==> config.mk <==
export PLATFORM = sky130hd
export DESIGN_NAME = serial_parity_framer
export DESIGN_NICKNAME = d
export VERILOG_FILES = /design/src/rtl/sp_pkg.sv /design/src/rtl/sp_rst_sync.sv /design/src/rtl/sp_pos_counter.sv /design/src/rtl/sp_par_shift.sv /design/src/rtl/sp_out_reg.sv /design/src/rtl/serial_parity_framer.sv
export SDC_FILE = /design/constraint.sdc
export NUM_CORES = 1
export LEC_CHECK = 0
export BUFFER_PORTS_ARGS = -buffer_cell sky130_fd_sc_hd__buf_2
export CAP_MARGIN = 10
export CORE_MARGIN = 2
export CORE_UTILIZATION = 40
export DETAILED_ROUTE_END_ITERATION = 16
export GPL_TIMING_DRIVEN = 0
export SYNTH_ARGS = -nofsm -noshare
export SYNTH_HDL_FRONTEND = slang
export SYNTH_HIERARCHICAL = 1
export SYNTH_SLANG_ARGS = --single-unit
==> constraint.sdc <==
create_clock -name clk -period 1.1 [get_ports clk]
set_input_delay 0.11 -clock clk [delete_from_list [all_inputs] [get_ports clk]]
set_output_delay 0.11 -clock clk [all_outputs]
set_load 0.03 [all_outputs]
==> src/rtl/sp_pkg.sv <==
package sp_pkg;
  // Default data bits per word
  parameter int unsigned WORD_BITS = 7;
  // Default reset release synchronizer depth
  parameter int unsigned SYNC_DEPTH = 2;

  // Seed of the parity accumulator: 1 gives odd parity
  localparam logic ODD_SEED = 1'b1;
endpackage

==> src/rtl/sp_rst_sync.sv <==
module sp_rst_sync #(
  parameter int unsigned DEPTH = sp_pkg::SYNC_DEPTH
) (
  input  logic clk,
  input  logic arst_n,
  output logic srst_n
);
  logic [DEPTH-1:0] stage_q;
  logic [DEPTH-1:0] stage_d;

  always_comb begin
    stage_d = {stage_q[DEPTH-2:0], 1'b1};
  end

  always_ff @(posedge clk or negedge arst_n) begin
    if (!arst_n) stage_q <= '0;
    else         stage_q <= stage_d;
  end

  assign srst_n = stage_q[DEPTH-1];
endmodule

==> src/rtl/sp_pos_counter.sv <==
module sp_pos_counter #(
  parameter int unsigned W = sp_pkg::WORD_BITS
) (
  input  logic clk,
  input  logic rst_n,
  output logic first_o,
  output logic last_o
);
  localparam int unsigned CW = (W > 1) ? $clog2(W) : 1;
  localparam logic [CW-1:0] LAST = CW'(W - 1);

  logic [CW-1:0] pos_q;
  logic [CW-1:0] pos_d;

  always_comb begin
    if (pos_q == LAST) pos_d = '0;
    else               pos_d = pos_q + 1'b1;
  end

  always_ff @(posedge clk or negedge rst_n) begin
    if (!rst_n) pos_q <= '0;
    else        pos_q <= pos_d;
  end

  assign first_o = (pos_q == '0);
  assign last_o  = (pos_q == LAST);


  pos_range_chk: assert property (@(posedge clk) disable iff (!rst_n)
    pos_q <= LAST);


  pos_wrap_chk: assert property (@(posedge clk) disable iff (!rst_n)
    last_o |=> first_o);
endmodule

==> src/rtl/sp_par_shift.sv <==
module sp_par_shift #(
  parameter int unsigned W = sp_pkg::WORD_BITS
) (
  input  logic         clk,
  input  logic         rst_n,
  input  logic         bit_i,
  input  logic         first_i,
  output logic [W-1:0] word_o,
  output logic         par_o
);
  // Holds the bits before the current one; the current bit is appended combinationally
  logic [W-2:0] sh_q, sh_d;
  logic         acc_q, acc_d;

  always_comb begin
    if (first_i) begin
      sh_d  = {{(W-2){1'b0}}, bit_i};
      acc_d = sp_pkg::ODD_SEED ^ bit_i;
    end else begin
      sh_d  = {sh_q[W-3:0], bit_i};
      acc_d = acc_q ^ bit_i;
    end
  end

  always_ff @(posedge clk or negedge rst_n) begin
    if (!rst_n) begin
      sh_q  <= '0;
      acc_q <= sp_pkg::ODD_SEED;
    end else begin
      sh_q  <= sh_d;
      acc_q <= acc_d;
    end
  end

  assign word_o = {sh_q, bit_i};
  assign par_o  = acc_q ^ bit_i;
endmodule

==> src/rtl/sp_out_reg.sv <==
module sp_out_reg #(
  parameter int unsigned W = sp_pkg::WORD_BITS
) (
  input  logic         clk,
  input  logic         rst_n,
  input  logic         load_i,
  input  logic [W-1:0] word_i,
  input  logic         par_i,
  output logic [W:0]   data_o,
  output logic         vld_o
);
  logic [W:0] data_d;

  always_comb begin
    data_d = data_o;
    if (load_i) data_d = {word_i, par_i};
  end

  always_ff @(posedge clk or negedge rst_n) begin
    if (!rst_n) begin
      data_o <= '0;
      vld_o  <= 1'b0;
    end else begin
      data_o <= data_d;
      vld_o  <= load_i;
    end
  end


  odd_weight_chk: assert property (@(posedge clk) disable iff (!rst_n)
    vld_o |-> (^data_o) == 1'b1);


  single_strobe_chk: assert property (@(posedge clk) disable iff (!rst_n)
    vld_o |=> !vld_o);


  hold_data_chk: assert property (@(posedge clk) disable iff (!rst_n)
    !vld_o |-> $stable(data_o));
endmodule

==> src/rtl/serial_parity_framer.sv <==
module serial_parity_framer #(
  parameter int unsigned W           = sp_pkg::WORD_BITS,
  parameter int unsigned SYNC_STAGES = sp_pkg::SYNC_DEPTH
) (
  input  logic       clk,
  input  logic       rst_n,
  input  logic       ser_i,
  output logic [W:0] word_o,
  output logic       word_vld_o
);
  localparam int unsigned GW = $clog2(W + 1);

  logic         rst_int_n;
  logic         first;
  logic         last;
  logic [W-1:0] cur_word;
  logic         cur_par;

  sp_rst_sync #(.DEPTH(SYNC_STAGES)) u_sync (
    .clk    (clk),
    .arst_n (rst_n),
    .srst_n (rst_int_n)
  );

  sp_pos_counter #(.W(W)) u_pos (
    .clk     (clk),
    .rst_n   (rst_int_n),
    .first_o (first),
    .last_o  (last)
  );

  sp_par_shift #(.W(W)) u_acc (
    .clk     (clk),
    .rst_n   (rst_int_n),
    .bit_i   (ser_i),
    .first_i (first),
    .word_o  (cur_word),
    .par_o   (cur_par)
  );

  // The output register resets from the raw input so that reset clears the outputs at once
  sp_out_reg #(.W(W)) u_out (
    .clk    (clk),
    .rst_n  (rst_int_n & rst_n),
    .load_i (last),
    .word_i (cur_word),
    .par_i  (cur_par),
    .data_o (word_o),
    .vld_o  (word_vld_o)
  );

  // Checker state: clocks elapsed since the previous strobe
  logic [GW-1:0] gap_q;
  logic          seen_q;

  always_ff @(posedge clk or negedge rst_int_n) begin
    if (!rst_int_n) begin
      gap_q  <= '0;
      seen_q <= 1'b0;
    end else if (word_vld_o) begin
      gap_q  <= '0;
      seen_q <= 1'b1;
    end else if (gap_q != GW'(W)) begin
      gap_q  <= gap_q + 1'b1;
    end
  end


  word_period_chk: assert property (@(posedge clk) disable iff (!rst_int_n)
    (word_vld_o && seen_q) |-> gap_q == GW'(W - 1));


  no_gap_chk: assert property (@(posedge clk) disable iff (!rst_int_n)
    seen_q |-> gap_q < GW'(W));
endmodule

# --- Word level (Yosys, flattened, before mapping) ---
# Cells that the tools add are included.
word_totals:
  regBits: 21
  ramBits: 0
  latchBits: 0
  in_bits: 3
  output_inout_bits: 9
  mem_bits_ro: 0
  mem_count: 0
  word_cells: 15
classes:
  n_bitwise: 3
  reduce_logical: 1
  mul: 0
  div: 0
  n_lt_le_gt_ge: 0
  addsub: 1
  mux: 3
  n_shift: 0
  n_eq_ne: 1
op_table:
  columns: ["op", "count"]
  rows:
  - ["$mux 6", 1]
  - ["$add 3x1->3 const B", 1]
  - ["$eq 3x3->1 const B", 1]
  - ["$logic_not 3->1", 1]
  - ["$mux 3", 1]
  - ["$and 1x1->1", 1]
  - ["$mux 1", 1]
  - ["$not 1->1", 1]
  - ["$xor 1x1->1", 1]

# --- Logic depth before layout (Yosys ltp) ---
# Gate-level depths: netlist (run 1).
depth:
  depth_word: 2
  depth_mapped: 4
  mapped_depth_nobuf: 3

# --- Hierarchy ---
# The synthesis (run 1) kept the hierarchy.
by_module_without_submodules:
  columns: ["module", "area_each_um2", "cells_per_inst", "seq_area_each_um2", "n_inst"]
  rows:
  - ["sp_out_reg", 356.6, 18, 225.2, 1]
  - ["sp_par_shift", 249.0, 16, 176.4, 1]
  - ["sp_pos_counter", 122.6, 11, 75.1, 1]
  - ["sp_rst_sync", 53.8, 3, 50.0, 1]
  - ["serial_parity_framer", 6.3, 1, 0.0, 1]

# --- Least setup slack after synthesis (run 1) ---
# No wires, ideal clock.
synth_timing:
  kind: "reg-to-reg"
  start: "reg u_pos.pos_q[0]"
  end: "reg u_out.data_o[0]"
  required_time_ps: 975
  n_path_buf: 1
  slack_ps: -96
  arrival_ps: 1071
  setup_ps: 125
  period_less_slack_ps: 1196
  path_stages_with_launch: 5
  path_cell_list: "dfrtp_1 -> inv_1 -> and3_1 -> buf_6 -> mux2_4"
synth_between:
  elab_chain_len: 1
synth_lines:
  columns: ["item", "line_no", "text"]
  rows:
  - ["start, declared", "sp_pos_counter.sv:12", "logic [CW-1:0] pos_q;"]
  - ["start signal, assigned", "sp_pos_counter.sv:22", "else pos_q <= pos_d;"]
  - ["$eq 3x3->1", "sp_pos_counter.sv:26", "assign last_o = (pos_q == LAST);"]
  - ["net last", "serial_parity_framer.sv:15", "logic last;"]
  - ["end signal, assigned", "sp_out_reg.sv:24", "data_o <= data_d;"]
  - ["end, declared", "sp_out_reg.sv:9", "output logic [W:0] data_o,"]
# The timed path passes the listed nets, and every way through them passes these cells.
# A chain may end at the register's enable or synchronous reset.

# --- Worst setup path in the final report (run 1) ---
layout_timing:
  start: "reg u_pos.pos_q[0]"
  end: "reg u_out.data_o[1]"
# The elaborated chain is that of the path after synthesis.

==> results of run 1 <==
-- per-stage QoR --
stage	setup WS, ns	instance area [sq um]	hold slack [ns]	utilization [%]
2_1_floorplan	-0.0691	797	-0.186	-
3_3_place_gp	-0.174	886	-0.100	46.6
3_5_place_dp	-0.210	886	-0.0987	46.6
4_1_cts	-0.131	953	0.0892	50.1
5_1_grt	-0.144	967	0.0984	50.9
6_report	-0.119	967	0.106	50.9
-- layout make-up --
type / instances / area [sq um] / area share, %
Sequential cell: 21 / 527 / 54.5
Inverter: 1 / 3.75 / 0.388
Timing Repair Buffer: 16 / 97.6 / 10.1
Clock buffer: 3 / 22.5 / 2.33
Tap cell: 27 / 33.8 / 3.49
Multi-Input combinational cell: 25 / 250 / 25.9
Clock inverter: 1 / 5.00 / 0.517
Buffer: 2 / 27.5 / 2.85
-- worst paths after layout --
check                                              end  cells after the start
max in group asynchronous  u_out/data_o[7]$_DFFE_PN0P_                      1
min in group clk           u_sync/stage_q[1]$_DFF_PN0_                      0
min reg2reg                    u_acc/sh_q[0]$_DFF_PN0_                      0
min                        u_sync/stage_q[1]$_DFF_PN0_                      2
max reg2reg                u_out/data_o[1]$_DFFE_PN0P_                      4
max                        u_out/data_o[1]$_DFFE_PN0P_                      4
-- worst max-delay path, stage by stage, from the launching register on --
cell	delay, ns
dfrtp_1	0.43
inv_2	0.07
and3_4	0.19
buf_12	0.13
mux2_4	0.30
-- power by group --
group	internal (W)	switching (W)	total (W)
Clock	0.000135	0.000219	0.000355
Combinational	0.0000833	0.0000967	0.000180
Sequential	0.000832	0.0000311	0.000863
-- registers in the layout (all words and copies together) (netlist names) --
| register | flops |
|---|---|
| u_out/data_o | 8 |
| u_acc/sh_q | 6 |
| u_pos/pos_q | 3 |
| u_sync/stage_q | 2 |
| u_acc/acc_q | 1 |
| u_out/vld_o | 1 |
-- cells by family (layout without fill, tap and decap cells) --
family | Yosys count | count (layout) | synth area share (%)
multiplexers | 9 | 9 | 16.5
flip-flops | 21 | 21 | 66.8
AO/OA/AOI/OAI | 2 | 2 | 1.27
buffers and inverters | 3 | 23 | 2.86
XOR/XNOR | 2 | 2 | 2.22
AND/OR/NAND/NOR | 11 | 11 | 9.84
other | 1 | 1 | 0.476
-- layer usage --
layer,share of wire [%],routed length (microns),track usage [%],up-vias
met2,50,538,18.3,8
met3,3.7,40,3.70,2
met5,0,0,0,-
met4,1.1,12,7.14,0
met1,45,492,13.0,197
li1,-,-,-,195
-- cells in the mapped netlist (2+ instances only) --
master	number
nand2b_1	2
mux2_4	8
and2b_2	5
dfrtp_1	20
-- repair_timing --
action | CTS | global route
endpoints found under the hold margin | 13 | 0
resized for setup | 1 | 2
hold buffers | 2 | 0
setup buffers | 2 | 1
setup endpoints to repair | 14 | 16
==> run_results.csv, run 1 <==
group,metric,value,unit
clocking,cts-root-buf,"clkbuf_4",
die,start_util,41.4,%
die,io_pins,12,
die,rows,16,
die,coreArea,1900,sq um
global_route,grt_pass1_wl,1.94,mm
synth,ys.flop_type,"dfrtp_1",
outcome,status,"finished, violations left",
synth,async_flop_share,100,%
global_route,antenna_found_initial,0,
timing,final_hold_viol_count,0,
worst_setup_path,crit_required,1.29,ns
clocking,cts.path.max_buffers,2,
timing,finalWorstSetupSlack,-0.119,ns
timing,fin_setup_tns,-1.01,ns
global_route,grt_overflow,0,
worst_setup_path,start_kind,"register",
place,dp_hpwl,754,microns
die,dieHeight,48.4,microns
layout,area_growth,22.7,%
pwr,peakVddDrop,0.000706,V
timing,clock-skew-final,0.00259,ns
layout,fillCellCount,188,
timing,rsz0062_at_grt,"yes",
synth,synth.top_cell.area_share,63.5,%
routing,via_count,402,
layout,num_antenna_cells,0,
routing,ant_nets,0,
timing,finalSetupViolCount,13,
synth,synth_top_cells_by_area,"dfrtp_1 (63%), mux2_4 (15%), and2b_2 (5.6%), dfstp_2 (3.3%), nand2b_1 (1.6%)",
synth,postSynthCellCount,49,
outcome,violations,"setup timing",
worst_setup_path,worstReg2RegStart,"u_pos/pos_q[0]$_DFF_PN0_",
global_route,grt_max_degree,13,
pwr,fin_total_pwr,0.00140,W
clocking,h-tree-depth,1,
layout,final_layout_size_suffix_gt1_share,55.1,%
timing,period_share,111,%
clocking,worstSkewPairLatency,0.29,ns
clocking,cts_tree,"yes",
clocking,clock_sinks,21,
routing,first_pass_iters,3,
layout,final_cells,96,
synth,synth_nets,52,
place,numPortBuffers,11,
synth,ys_types,18,
min_path,hold_class,"in -> async",
run,max-cap-violations,0,
global_route,grt_pass1_vias,439,
layout,layout_common_cells,"dfrtp_1 (20), buf_2 (11), mux2_4 (8), and2b_2 (5), buf_4 (4)",
routing,drtIter0Drc,2,
die,die-area,2340,sq um
timing,slew_violations,0,
worst_setup_path,cp_max_fo,8,
routing,drc_errors,0,
worst_setup_path,cp_data_arrival_time,1.41,ns
place,gp_congestion,0.679,
worst_setup_path,crit_start,"u_pos/pos_q[0]$_DFF_PN0_",
synth,synth.avg_cell_area,16.1,sq um
routing,finalWirelength,1.09,mm
pwr,power_leakage,0.481,nW
pwr,power.density,1450,nW/um^2
synth,synth_area_leader_cell,"dfrtp_1",
die,die_w,48.4,microns
place,place_inst,87,
routing,drt-vias-per-instance,4.19,
global_route,track_usage,11.3,%
layout,nets,73,
timing,fmax,821,MHz
synth,netlist_area,788,sq um
routing,routedWlPerCell,11.3,microns
synth,synth_seq_area_share,66.8,%
timing,finalCriticalPeriod,1.22,ns
synth,yosys_warnings,6,
clocking,path_clk_slew,0.11,ns
clocking,cts_buffers,3,
synth,synth_edf_count,0,
worst_setup_path,regToRegSetupSlack,-0.12,ns
worst_setup_path,critical_path_class,"reg -> reg",
synth,synth_seq_cells,21,
layout,layout_commonest_cell,"dfrtp_1",
worst_setup_path,critPathCaptureType,"register",
Note: power is estimated with default switching activity, not from simulation.
==> run 2, diff against run 1 <==
--- a/config.mk
+++ b/config.mk
@@ -11,6 +11,7 @@
 export CORE_UTILIZATION = 40
 export DETAILED_ROUTE_END_ITERATION = 16
 export GPL_TIMING_DRIVEN = 0
+export PLACE_DENSITY = 0.68
 export SYNTH_ARGS = -nofsm -noshare
 export SYNTH_HDL_FRONTEND = slang
 export SYNTH_HIERARCHICAL = 1
==> run_results.csv, run 2 (same netlist as run 1, synthesis figures left out) <==
group,metric,value,unit
outcome,status,"finished, violations left",
outcome,violations,"setup timing",
routing,drtIter0Drc,1,
place,place_inst,87,
routing,ant_nets,0,
clocking,path_clk_slew,0.11,ns
min_path,hold_class,"in -> async",
timing,rsz0062_at_grt,"yes",
timing,clock-skew-final,0.00148,ns
die,start_util,41.4,%
global_route,track_usage,11.3,%
worst_setup_path,critical_path_class,"reg -> reg",
worst_setup_path,cp_data_arrival_time,1.43,ns
die,rows,16,
routing,first_pass_iters,3,
layout,final_layout_size_suffix_gt1_share,53.7,%
worst_setup_path,critPathCaptureType,"register",
worst_setup_path,cp_max_fo,8,
routing,via_count,408,
layout,area_growth,20.2,%
layout,final_cells,94,
die,die_w,48.4,microns
pwr,power.density,1490,nW/um^2
timing,finalCriticalPeriod,1.23,ns
layout,regMostFlops,"u_out/data_o",
clocking,cts_buffers,3,
layout,top_regs,"u_out/data_o: 8 flops, u_acc/sh_q: 6 flops, u_pos/pos_q: 3 flops",
die,die-area,2340,sq um
routing,finalWirelength,1.08,mm
clocking,clock_sinks,21,
timing,slew_violations,0,
worst_setup_path,crit_required,1.30,ns
layout,largest_reg_flops,8,
clocking,h-tree-depth,1,
run,max-cap-violations,0,
timing,finalSetupViolCount,14,
clocking,worstSkewPairLatency,0.30,ns
clocking,cts_tree,"yes",
die,coreArea,1900,sq um
layout,postLayoutCoreUtil,49.8,%
worst_setup_path,start_kind,"register",
clocking,cts.path.max_buffers,2,
timing,fmax,810,MHz
layout,num_antenna_cells,0,
timing,final_hold_viol_count,0,
routing,drc_errors,0,
die,dieHeight,48.4,microns
clocking,cts-root-buf,"clkbuf_4",
routing,routedWlPerCell,11.4,microns
place,gp_congestion,0.641,
routing,drt-vias-per-instance,4.34,
global_route,grt_pass1_wl,1.93,mm
place,numPortBuffers,11,
global_route,grt_max_degree,13,
pwr,peakVddDrop,0.000654,V
timing,fin_setup_tns,-1.13,ns
timing,period_share,112,%
layout,layout_commonest_cell,"dfrtp_1",
pwr,power_leakage,0.470,nW
global_route,antenna_found_initial,0,
layout,layout_common_cells,"dfrtp_1 (20), buf_2 (11), mux2_4 (8), and2b_2 (5), clkbuf_4 (3)",
global_route,grt_pass1_vias,421,
global_route,grt_overflow,0,
die,io_pins,12,
layout,fillCellCount,178,
layout,nets,71,
timing,finalWorstSetupSlack,-0.134,ns
==> run 2: repair_timing <==
action	CTS	global route
buffers inserted	1	0
hold buffers	2	0
resized for setup	1	1
hold endpoints to repair	12	0
setup endpoints to repair	14	23
pin swaps	0	0
==> run 2: layer usage <==
metal  global-route usage [%]  part of all wire [%]  vias to the layer above
met2                     16.4                    43                        9
met3                     2.78                   3.7                        4
met5                        0                     0                        -
li1                         -                     -                      191
met4                     8.57                   2.6                        0
met1                     14.5                    50                      204
==> run 2: layout make-up <==
type	count	area, sq um	share of cell area, %
Buffer	2	22.5	2.38
Clock buffer	3	22.5	2.38
Clock inverter	1	5.00	0.528
Inverter	1	3.75	0.396
Multi-Input combinational cell	25	250	26.4
Sequential cell	21	527	55.6
Tap cell	27	33.8	3.57
Timing Repair Buffer	14	82.6	8.72
==> run 2: final timing paths <==
| check | slack (ns) | cells after the start | end | start |
|---|---|---|---|---|
| min in group clk | 0.37 | 0 | u_sync/stage_q[1]$_DFF_PN0_ | u_sync/stage_q[0]$_DFF_PN0_ |
| max in group asynchronous | 0.32 | 1 | u_out/data_o[2]$_DFFE_PN0P_ | u_sync/stage_q[1]$_DFF_PN0_ |
| worst max-delay path | -0.13 | 3 | u_out/data_o[1]$_DFFE_PN0P_ | u_pos/pos_q[1]$_DFF_PN0_ |
| worst min-delay path | 0.11 | 2 | u_sync/stage_q[0]$_DFF_PN0_ | rst_n |
| worst max register to register | -0.13 | 3 | u_out/data_o[1]$_DFFE_PN0P_ | u_pos/pos_q[1]$_DFF_PN0_ |
| worst min register to register | 0.18 | 0 | u_pos/pos_q[0]$_DFF_PN0_ | u_sync/stage_q[1]$_DFF_PN0_ |
==> run 2: metrics by stage <==
step	power (W)	setup WS (ns)	hold WS [ns]	area, sq um
after floorplan	0.00101	-0.0691	-0.186	797
after global placement	0.00105	-0.175	-0.0994	886
after detailed placement	0.00106	-0.189	-0.0977	886
after CTS	0.00143	-0.134	0.0968	946
after global routing	0.00149	-0.178	0.0953	947
final	0.00141	-0.134	0.110	947
==> run 2: power by group <==
part	internal (W)	switching (W)	total, W
registers	0.000832	0.0000333	0.000865
logic	0.0000832	0.0000952	0.000178
clock network	0.000135	0.000229	0.000364
total	0.00105	0.000357	0.00141
==> run 2: worst max-delay path, cell delays in order, from the launching register on <==
cell	delay (ns)
dfrtp_1	0.46
and3_4	0.23
buf_8	0.14
mux2_4	0.30
==> run 3, diff against run 2 <==
--- a/config.mk
+++ b/config.mk
@@ -8,10 +8,10 @@
 export BUFFER_PORTS_ARGS = -buffer_cell sky130_fd_sc_hd__buf_2
 export CAP_MARGIN = 10
 export CORE_MARGIN = 2
-export CORE_UTILIZATION = 40
+export CORE_UTILIZATION = 45
 export DETAILED_ROUTE_END_ITERATION = 16
 export GPL_TIMING_DRIVEN = 0
-export PLACE_DENSITY = 0.68
+export PLACE_DENSITY = 0.66
 export SYNTH_ARGS = -nofsm -noshare
 export SYNTH_HDL_FRONTEND = slang
 export SYNTH_HIERARCHICAL = 1
==> run_results.csv, run 3 (same netlist as run 1, synthesis figures left out) <==
group,metric,value,unit
clocking,cts.path.max_buffers,2,
worst_setup_path,critPathBufInv,2,
clocking,path_clk_slew,0.12,ns
clocking,cts-root-buf,"clkbuf_4",
die,dieHeight,45.9,microns
outcome,violations,"setup timing",
routing,first_pass_iters,4,
pwr,fin_total_pwr,0.00140,W
worst_setup_path,critical_path_class,"reg -> reg",
clocking,h-tree-depth,1,
timing,fin_setup_tns,-0.799,ns
die,io_pins,12,
place,dp_hpwl,742,microns
worst_setup_path,slowest_stage,"dfrtp_1",
timing,rsz0062_at_grt,"yes",
global_route,grt_max_degree,13,
pwr,power.density,1480,nW/um^2
die,rows,15,
pwr,p_seq_share,61.6,%
worst_setup_path,cp_data_arrival_time,1.40,ns
timing,finalSetupViolCount,8,
routing,finalWirelength,1.10,mm
timing,finalCriticalPeriod,1.21,ns
pwr,peakVddDrop,0.000655,V
layout,regMostFlops,"u_out/data_o",
global_route,track_usage,11.9,%
timing,fmax,827,MHz
pwr,pwr-share-comb,12.7,%
routing,via_count,393,
pwr,power_leakage,0.477,nW
layout,num_antenna_cells,0,
place,numPortBuffers,11,
clocking,cts_buffers,3,
layout,final_layout_size_suffix_gt1_share,55.9,%
clocking,clock_sinks,21,
layout,nets,72,
pwr,pwr-share-clk,25.7,%
layout,fillCellCount,146,
layout,postLayoutCoreUtil,56.1,%
worst_setup_path,cp_top_family,"flip-flops",
timing,clock-skew-final,0.0121,ns
timing,period_share,110,%
timing,finalWorstSetupSlack,-0.110,ns
die,die-area,2100,sq um
routing,ant_nets,0,
timing,final_hold_viol_count,0,
place,gp_congestion,0.635,
timing,fin_hold_ws,0.110,ns
die,start_util,46.7,%
routing,drt-vias-per-instance,4.62,
min_path,hold_class,"in -> async",
routing,routedWlPerCell,13.0,microns
run,max-cap-violations,0,
outcome,status,"finished, violations left",
layout,layout_common_cells,"dfrtp_1 (19), buf_2 (11), mux2_4 (8), and2b_2 (5)",
pwr,p_int,0.00105,W
layout,layout_commonest_cell,"dfrtp_1",
global_route,grt_pass1_wl,1.70,mm
timing,slew_violations,0,
routing,drc_errors,0,
layout,largest_reg_flops,8,
die,die_w,45.9,microns
pwr,netSwitchingFraction,25.2,%
clocking,cts_tree,"yes",
global_route,grt_overflow,0,
worst_setup_path,crit_chain,"inv_2 > and3_4 > buf_12 > mux2_4",
place,pre_cts_slack,-0.176,ns
worst_setup_path,critPathCaptureType,"register",
worst_setup_path,crit_required,1.29,ns
layout,top_regs,"u_out/data_o: 8 flops, u_acc/sh_q: 6 flops, u_pos/pos_q: 3 flops",
global_route,grt_pass1_vias,385,
layout,area_growth,20.3,%
worst_setup_path,crit_path_max_incr_delay,0.43,ns
routing,drtIter0Drc,2,
layout,multi_input_area,250,sq um
layout,seq_area,528,sq um
clocking,worstSkewPairLatency,0.30,ns
global_route,antenna_found_initial,0,
worst_setup_path,start_kind,"register",
worst_setup_path,regToRegSetupSlack,-0.11,ns
die,coreArea,1690,sq um
worst_setup_path,cp_max_fo,8,
pwr,switchingPower,0.000354,W
-- run 3: changes by cell type in the layout (fill, tap and decap cells not counted) --
cell,previous run,this run
dfrtp_2,0,1
buf_4,2,3
dfrtp_1,20,19
buf_8,1,0
buf_12,0,1
-- run 3: what timing repair did --
| item | in CTS | in global routing |
|---|---|---|
| gates cloned | 0 | 0 |
| resized for setup | 1 | 3 |
| buffers inserted | 1 | 1 |
| endpoints found under the hold margin | 13 | 0 |
| endpoints found under the setup margin | 14 | 23 |
| hold buffers | 2 | 0 |
-- run 3: metal layers --
layer	GRT usage, %	up-vias	share of wire [%]
met5	0	-	0
met4	8.57	0	1.0
met3	3.57	2	2.5
met2	17.2	5	47
met1	15.0	191	49
li1	-	195	-
-- run 3: layout make-up --
class	count	share of cell area, %
sequential	21	55.7
inverter	1	0.396
clock inverter	1	0.528
clock buffer	3	2.37
tap	17	2.24
buffer	2	2.90
multi-input combinational	25	26.4
timing repair buffer	15	9.50
-- run 3: power by group through the flow --
stage               sequential, W  clock (W)  combinational, W
global route             0.000875   0.000413          0.000191
global placement         0.000880          0          0.000172
finish                   0.000865   0.000361          0.000178
CTS                      0.000867   0.000376          0.000179
detailed placement       0.000882          0          0.000173
floorplan                0.000929          0         0.0000781
-- run 3: metrics by stage --
step / area, sq um / cells
after floorplan: 797 / 49
after global placement: 873 / 77
after detailed placement: 873 / 77
after CTS: 933 / 84
after global routing: 948 / 85
final: 948 / 85
-- run 3: worst paths after layout --
path,start,depth (start not counted),end
max in group asynchronous,u_sync/stage_q[1]$_DFF_PN0_,1,u_out/data_o[6]$_DFFE_PN0P_
worst max register to register,u_pos/pos_q[0]$_DFF_PN0_,4,u_out/data_o[5]$_DFFE_PN0P_
worst max-delay path,u_pos/pos_q[0]$_DFF_PN0_,4,u_out/data_o[5]$_DFFE_PN0P_
worst min-delay path,rst_n,2,u_sync/stage_q[1]$_DFF_PN0_
min in group clk,u_sync/stage_q[0]$_DFF_PN0_,0,u_sync/stage_q[1]$_DFF_PN0_
worst min register to register,u_sync/stage_q[1]$_DFF_PN0_,0,u_acc/sh_q[0]$_DFF_PN0_
